`src/rtl/jdbl_pkg.sv`:
```
package jdbl_pkg;

  localparam int NUM_OPS   = 18;
  localparam int NUM_SLOTS = 11;
  localparam int PC_W      = $clog2(NUM_OPS);

  typedef enum logic [1:0] {
    OP_MUL = 2'd0,
    OP_ADD = 2'd1,
    OP_SUB = 2'd2
  } op_e;

  typedef enum logic [3:0] {
    SL_PX    = 4'd0,
    SL_PY    = 4'd1,
    SL_PZ    = 4'd2,
    SL_RX    = 4'd3,
    SL_RY    = 4'd4,
    SL_RZ    = 4'd5,
    SL_T1    = 4'd6,
    SL_T2    = 4'd7,
    SL_T3    = 4'd8,
    SL_T4    = 4'd9,
    SL_T5    = 4'd10,
    SL_DELTA = 4'd11
  } slot_e;

  typedef struct packed {
    op_e   op;
    slot_e src_a;
    slot_e src_b;
    slot_e dst;
  } uop_t;

  typedef enum logic [1:0] {
    ST_IDLE  = 2'd0,
    ST_ISSUE = 2'd1,
    ST_WAIT  = 2'd2,
    ST_FIN   = 2'd3
  } state_e;

  function automatic uop_t mk(input op_e o, input slot_e a, input slot_e b, input slot_e d);
    uop_t u;
    u.op = o; u.src_a = a; u.src_b = b; u.dst = d;
    return u;
  endfunction

  // Doubling program: 3*M built by two adds, halving by delta multiply.
  function automatic uop_t program_step(input logic [PC_W-1:0] idx);
    case (idx)
      5'd0:    return mk(OP_MUL, SL_PZ, SL_PZ,    SL_T1); // Z^2
      5'd1:    return mk(OP_SUB, SL_PX, SL_T1,    SL_T2); // X - Z^2
      5'd2:    return mk(OP_ADD, SL_PX, SL_T1,    SL_T3); // X + Z^2
      5'd3:    return mk(OP_MUL, SL_T3, SL_T2,    SL_T4); // X^2 - Z^4
      5'd4:    return mk(OP_ADD, SL_T4, SL_T4,    SL_T1); // twice
      5'd5:    return mk(OP_ADD, SL_T1, SL_T4,    SL_T2); // M
      5'd6:    return mk(OP_ADD, SL_PY, SL_PY,    SL_RY); // 2Y
      5'd7:    return mk(OP_MUL, SL_PZ, SL_RY,    SL_RZ); // 2YZ
      5'd8:    return mk(OP_MUL, SL_RY, SL_RY,    SL_T1); // 4Y^2
      5'd9:    return mk(OP_MUL, SL_PX, SL_T1,    SL_T3); // S
      5'd10:   return mk(OP_MUL, SL_T1, SL_T1,    SL_T4); // 16Y^4
      5'd11:   return mk(OP_MUL, SL_T4, SL_DELTA, SL_T5); // 8Y^4
      5'd12:   return mk(OP_MUL, SL_T2, SL_T2,    SL_T4); // M^2
      5'd13:   return mk(OP_ADD, SL_T3, SL_T3,    SL_T1); // 2S
      5'd14:   return mk(OP_SUB, SL_T4, SL_T1,    SL_RX); // X3
      5'd15:   return mk(OP_SUB, SL_T3, SL_RX,    SL_T1); // S - X3
      5'd16:   return mk(OP_MUL, SL_T1, SL_T2,    SL_T3); // M(S - X3)
      default: return mk(OP_SUB, SL_T3, SL_T5,    SL_RY); // Y3
    endcase
  endfunction

endpackage

```
`src/rtl/jdbl_rom.sv`:
```
module jdbl_rom
  import jdbl_pkg::*;
(
  input  logic [PC_W-1:0] pc,
  output uop_t            uop
);
  assign uop = program_step(pc);
endmodule

```
`src/rtl/jdbl_regfile.sv`:
```
module jdbl_regfile
  import jdbl_pkg::*;
#(
  parameter int WIDTH = 16
) (
  input  logic             clk,
  input  logic             rst_n,
  input  logic             load,
  input  logic [WIDTH-1:0] px,
  input  logic [WIDTH-1:0] py,
  input  logic [WIDTH-1:0] pz,
  input  logic [WIDTH-1:0] konst,
  input  logic             wr_en,
  input  slot_e            wr_idx,
  input  logic [WIDTH-1:0] wr_data,
  input  slot_e            rd_a_idx,
  input  slot_e            rd_b_idx,
  output logic [WIDTH-1:0] rd_a,
  output logic [WIDTH-1:0] rd_b,
  output logic [WIDTH-1:0] rx,
  output logic [WIDTH-1:0] ry,
  output logic [WIDTH-1:0] rz
);

  logic [WIDTH-1:0] slots [NUM_SLOTS];

  always_ff @(posedge clk) begin
    if (!rst_n) begin
      for (int i = 0; i < NUM_SLOTS; i++) slots[i] <= '0;
    end else if (load) begin
      slots[SL_PX] <= px;
      slots[SL_PY] <= py;
      slots[SL_PZ] <= pz;
    end else if (wr_en && (wr_idx != SL_DELTA)) begin
      slots[wr_idx] <= wr_data;
    end
  end

  assign rd_a = (rd_a_idx == SL_DELTA) ? konst : slots[rd_a_idx];
  assign rd_b = (rd_b_idx == SL_DELTA) ? konst : slots[rd_b_idx];
  assign rx   = slots[SL_RX];
  assign ry   = slots[SL_RY];
  assign rz   = slots[SL_RZ];

  AST_NO_CONST_WRITE: assert property (@(posedge clk) disable iff (!rst_n)
    wr_en |-> (wr_idx != SL_DELTA)) else $error("constant slot written");

  AST_LOAD_NOT_WRITE: assert property (@(posedge clk) disable iff (!rst_n)
    load |-> !wr_en) else $error("load collides with write");

endmodule

```
`src/rtl/jdbl_ctrl.sv`:
```
module jdbl_ctrl
  import jdbl_pkg::*;
(
  input  logic            clk,
  input  logic            rst_n,
  input  logic            start,
  input  logic            alu_done,
  output logic [PC_W-1:0] pc,
  output logic            load,
  output logic            alu_start,
  output logic            wr_en,
  output logic            waiting,
  output logic            last_write,
  output logic            busy,
  output logic            done
);

  localparam logic [PC_W-1:0] LAST_PC = PC_W'(NUM_OPS - 1);

  state_e state;

  always_ff @(posedge clk) begin
    if (!rst_n) begin
      state <= ST_IDLE;
      pc    <= '0;
    end else begin
      case (state)
        ST_IDLE: if (start) begin
          pc    <= '0;
          state <= ST_ISSUE;
        end
        ST_ISSUE: state <= ST_WAIT;
        ST_WAIT: if (alu_done) begin
          if (pc == LAST_PC) state <= ST_FIN;
          else begin
            pc    <= pc + 1'b1;
            state <= ST_ISSUE;
          end
        end
        default: state <= ST_IDLE;
      endcase
    end
  end

  assign load       = (state == ST_IDLE) && start;
  assign alu_start  = (state == ST_ISSUE);
  assign waiting    = (state == ST_WAIT);
  assign wr_en      = waiting && alu_done;
  assign last_write = wr_en && (pc == LAST_PC);
  assign busy       = (state != ST_IDLE);
  assign done       = (state == ST_FIN);

  // request counter for the issue-count check
  logic [PC_W:0] issued;
  always_ff @(posedge clk) begin
    if (!rst_n)         issued <= '0;
    else if (load)      issued <= '0;
    else if (alu_start) issued <= issued + 1'b1;
  end

  AST_START_SINGLE: assert property (@(posedge clk) disable iff (!rst_n)
    alu_start |=> !alu_start) else $error("start longer than one cycle");

  AST_NO_ISSUE_WHILE_WAIT: assert property (@(posedge clk) disable iff (!rst_n)
    (waiting && !alu_done) |=> !alu_start) else $error("issue before done");

  AST_ISSUE_COUNT: assert property (@(posedge clk) disable iff (!rst_n)
    done |-> (issued == (PC_W+1)'(NUM_OPS))) else $error("wrong request count");

  AST_DONE_AFTER_LAST: assert property (@(posedge clk) disable iff (!rst_n)
    last_write |=> done) else $error("done not after last write");

  AST_DONE_PULSE: assert property (@(posedge clk) disable iff (!rst_n)
    done |=> !done) else $error("done longer than one cycle");

  AST_IDLE_QUIET: assert property (@(posedge clk) disable iff (!rst_n)
    !busy |-> (!alu_start && !wr_en)) else $error("activity while idle");

endmodule

```
`src/rtl/jdbl_seq.sv`:
```
module jdbl_seq
  import jdbl_pkg::*;
#(
  parameter int WIDTH = 16
) (
  input  logic             clk,
  input  logic             rst_n,
  input  logic             start,
  input  logic [WIDTH-1:0] px,
  input  logic [WIDTH-1:0] py,
  input  logic [WIDTH-1:0] pz,
  input  logic [WIDTH-1:0] delta,
  output logic [WIDTH-1:0] rx,
  output logic [WIDTH-1:0] ry,
  output logic [WIDTH-1:0] rz,
  output logic             busy,
  output logic             done,
  output logic             alu_start,
  output logic [1:0]       alu_op,
  output logic [WIDTH-1:0] alu_a,
  output logic [WIDTH-1:0] alu_b,
  input  logic [WIDTH-1:0] alu_result,
  input  logic             alu_done
);

  logic [PC_W-1:0] pc;
  logic            load;
  logic            wr_en;
  logic            waiting;
  logic            last_write;
  uop_t            uop;

  jdbl_ctrl u_ctrl (
    .clk        (clk),
    .rst_n      (rst_n),
    .start      (start),
    .alu_done   (alu_done),
    .pc         (pc),
    .load       (load),
    .alu_start  (alu_start),
    .wr_en      (wr_en),
    .waiting    (waiting),
    .last_write (last_write),
    .busy       (busy),
    .done       (done)
  );

  jdbl_rom u_rom (
    .pc  (pc),
    .uop (uop)
  );

  jdbl_regfile #(.WIDTH(WIDTH)) u_rf (
    .clk      (clk),
    .rst_n    (rst_n),
    .load     (load),
    .px       (px),
    .py       (py),
    .pz       (pz),
    .konst    (delta),
    .wr_en    (wr_en),
    .wr_idx   (uop.dst),
    .wr_data  (alu_result),
    .rd_a_idx (uop.src_a),
    .rd_b_idx (uop.src_b),
    .rd_a     (alu_a),
    .rd_b     (alu_b),
    .rx       (rx),
    .ry       (ry),
    .rz       (rz)
  );

  assign alu_op = uop.op;

  AST_OPERANDS_HELD: assert property (@(posedge clk) disable iff (!rst_n)
    (waiting && !alu_done) |=> ($stable(alu_op) && $stable(alu_a) && $stable(alu_b)))
    else $error("operands moved during request");

  AST_RESULT_HELD: assert property (@(posedge clk) disable iff (!rst_n)
    (!busy && !start) |=> ($stable(rx) && $stable(ry) && $stable(rz)))
    else $error("result changed while idle");

  AST_FIRST_SQUARE: assert property (@(posedge clk) disable iff (!rst_n)
    (alu_start && pc == '0) |-> (alu_op == 2'd0 && alu_a == alu_b))
    else $error("first request is not a square");

endmodule

```
`config.mk`:
```
export PLATFORM = sky130hd
export DESIGN_NAME = jdbl_seq
export DESIGN_NICKNAME = d
export VERILOG_FILES = /design/src/rtl/jdbl_pkg.sv /design/src/rtl/jdbl_rom.sv /design/src/rtl/jdbl_regfile.sv /design/src/rtl/jdbl_ctrl.sv /design/src/rtl/jdbl_seq.sv
export SDC_FILE = /design/constraint.sdc
export NUM_CORES = 1
export LEC_CHECK = 0
export BUFFER_PORTS_ARGS = -buffer_cell sky130_fd_sc_hd__buf_2
export CAP_MARGIN = 0
export CELL_PAD_IN_SITES_DETAIL_PLACEMENT = 0
export CELL_PAD_IN_SITES_GLOBAL_PLACEMENT = 1
export CORE_UTILIZATION = 40
export DETAILED_ROUTE_END_ITERATION = 8
export GPL_ROUTABILITY_DRIVEN = 0
export GPL_TIMING_DRIVEN = 0
export PLACE_DENSITY_LB_ADDON = 0.1
export SLEW_MARGIN = 20
export SYNTH_ARGS = -nofsm -noshare
export SYNTH_HDL_FRONTEND = slang
export SYNTH_SLANG_ARGS = --single-unit
```
`constraint.sdc`:
```
create_clock -name clk -period 2.8 [get_ports clk]
set_input_delay 0.42 -clock clk [delete_from_list [all_inputs] [get_ports clk]]
set_output_delay 0.42 -clock clk [all_outputs]
set_load 0.01 [all_outputs]
```
==> reports/metrics.yaml <==
synth_common_cells: "edfxtp_1, mux4_2, nor2_1"
worstSetupPathType: "flop to output pin"
synth_nets: 1108
cp_common_cell: "mux4_2"
fin_cells: 1713
grt_max_degree: 17
multiInputGateArea_mm2: 0.005979
gr-total-overflow: 0
layout_min_cycle_time_ps: 3076
dp_hpwl_um: 34220
hold_viol_final: 0
synth_cell_types: 59
rows: 67
synth_ff_type: "edfxtp_1"
p_per_area_mw_per_mm2: 555.7
synthesis.area_mm2: 0.01373
postRouteAntennaNets: 0
grt_pass1_wl_um: 66190
final_layout_size_suffix_gt1_share_pct: 39.64
worst_slew_pin_slew_ps: 1145
cp_slowest_cell: "mux4_2"
cp_max_fo: 10
totalWireLength_um: 46090
status: "finished with violations"
skew_ps: 22.02
worst_slack_ps: -276.2
max_freq_mhz: 325.1
report.final.slew_viol_count: 0
finalNetCount: 1332
synth_top_family_by_area: "multiplexers"
required_ps: 2380
violations: "negative setup slack"
cpPeakStageDelay_ps: 550
max_slew_margin_pct: 23.63
synth_top_area_share_pct: 48.98
fillers: 3000
syn_avg_cell_area_um2: 13.53
setup_viol: 32
placed_area_mm2: 0.01522
synthTopCellsByArea: "edfxtp_1, mux4_2, dfxtp_1"
drc: 0
cts_tree: "done"
ir_worst_vdd_mv: 0.5858
seq_area_frac_synth_pct: 54.37
dp_cells: 1636
die_area_mm2: 0.03508
path_clk_slew_ps: 60
dr.pass1.iters: 5
rsz0062_at_grt: "yes"
chipWidth_um: 187.3
yosys_register_bits: 261
wl_per_cell_um: 26.90
dpl_worst_slack_ps: -999.2
cts-buffers-inserted: 31
async_reset_ff_share_pct: 0
synth.most_common_cell: "edfxtp_1"
synth_compound_area_share_pct: 8.792
grt_pass1_vias: 10072
finalInstanceArea_mm2: 0.01703
first_iter_violations: 907
cts_root_buf: "clkbuf_16"
initial_core_util_pct: 40.85
path_buf_inv: 3
min_period_over_period_pct: 109.9
numPortBuffers: 168
h-tree-depth: 1
grtUsageTotal_pct: 26.16
utilization_pct: 50.66
maxCapViolations: 0
crit_chain: "buf_12 > buf_16 > mux4_2 > mux4_2 > o21a_1 > buf_2"
synth_top_cell_by_area: "edfxtp_1"
core_area_mm2: 0.03362
synth_xor_area_share_pct: 0
synthMuxAreaShare_pct: 23.69
startpoint_type: "flop"
die_h_um: 187.3
clk_latency_ps: 570
route.vias.total: 10018
end_kind: "output pin"
path_delay_family: "multiplexers"
whs_ps: 130.1
synthCells: 1015
hold_path.class: "input port to flop"
clockBufferDepth: 3
syn_to_final_growth_pct: 24.01
cts_sinks: 261
routed_via_density: 5.848
synth_warnings: 0
seq_area_mm2: 0.007472
p_leak_nw: 6.367
synth_edf_count: 224
antenna_found_initial: 1
synth_adder_area_share_pct: 0.8200
cp_data_arrival_time_ps: 2660
synthSimpleGateAreaFrac_pct: 8.965
io_pins: 169
-- where the power goes --
group | internal, W | leakage [nW] | switching, W | total [W]
registers | 0.00434 | 2.68 | 0.0000766 | 0.00442
clock network | 0.00246 | 0.523 | 0.00166 | 0.00412
logic | 0.000404 | 3.16 | 0.000517 | 0.000921
total | 0.00721 | 6.37 | 0.00225 | 0.00946
-- final cells by class --
type / instances / area share [%]
flip-flops and latches: 261 / 43.88
multi-input cells: 649 / 35.11
clock inverters: 15 / 0.8008
plain buffers: 75 / 3.938
repair buffers: 192 / 6.943
clock buffers: 43 / 5.371
diodes: 1 / 0.01469
inverters: 29 / 0.6539
well taps: 448 / 3.291
-- cells in the final DEF (no fill, tap or decap), types with 5 or more instances in the layout --
cell type,n
edfxtp_1,224
buf_2,177
mux4_2,128
nor2_1,112
nand2_1,90
o21ai_0,67
clkbuf_16,38
dfxtp_1,35
o21a_1,33
o21ai_1,30
clkbuf_1,24
mux2i_1,21
a21oi_1,21
buf_4,18
nand3_1,18
inv_1,14
inv_2,14
nand2_2,13
buf_12,13
clkbuf_2,13
mux2_2,12
o22a_1,11
clkinv_2,9
nand2_4,8
nor3_1,7
ha_1,7
buf_6,6
nand4b_1,5
clkbuf_4,5
buf_8,5
buf_16,5
a31oi_1,5
a211oi_1,5
-- sequential cells by signal, summed over array words and instances (netlist names) --
register and cells:
u_rf.slots 240, u_rom.uop 14, u_ctrl.pc 5, u_ctrl.state 2
-- worst min-delay path: stages --
cell     delay, ps
buf_2           70
nand2_1         30
o21ai_0         50
-- worst paths after layout --
kind                                   from  slack (ps)  cells after the start                              to
max                 u_rom.uop[8]$_SDFF_PP0_        -280                      6                       alu_a[15]
min                                  pz[12]         130                      3     u_rf.slots[2][12]$_DFFE_PP_
max reg2reg         u_rom.uop[0]$_SDFF_PP0_         140                      5  u_rf.slots[4][9]$_SDFFCE_PN0P_
min reg2reg  u_rf.slots[10][5]$_SDFFE_PN0P_         490                      2  u_rf.slots[10][5]$_SDFFE_PN0P_
-- layer usage --
metal	track usage (%)	share of wire, %
met1	36.62	43
met2	41.95	47
met3	3.039	6.1
met4	9.836	3.9
met5	0	0
-- cell families after synthesis --
| kind of cell | count (synthesis) |
|---|---|
| mux | 163 |
| simple gates | 283 |
| buf+inv | 105 |
| compound gates | 194 |
| flops | 261 |
| fa+ha+maj | 9 |
-- metrics by stage --
step           total power (W)  setup TNS [ps]
2_1_floorplan         0.004984               0
3_3_place_gp          0.005381         -148450
3_5_place_dp          0.005393         -115520
4_1_cts               0.009494           -7698
5_1_grt               0.009704           -8324
6_report              0.009464           -6837
-- repair_timing --
action	4_1_cts	5_1_grt
hold buffers	0	0
gates resized for setup	118	30
pin swaps	2	2
setup endpoints to repair	193	173
gates cloned	2	4
setup buffers	8	5
Note: power is estimated with default switching activity, not from simulation.
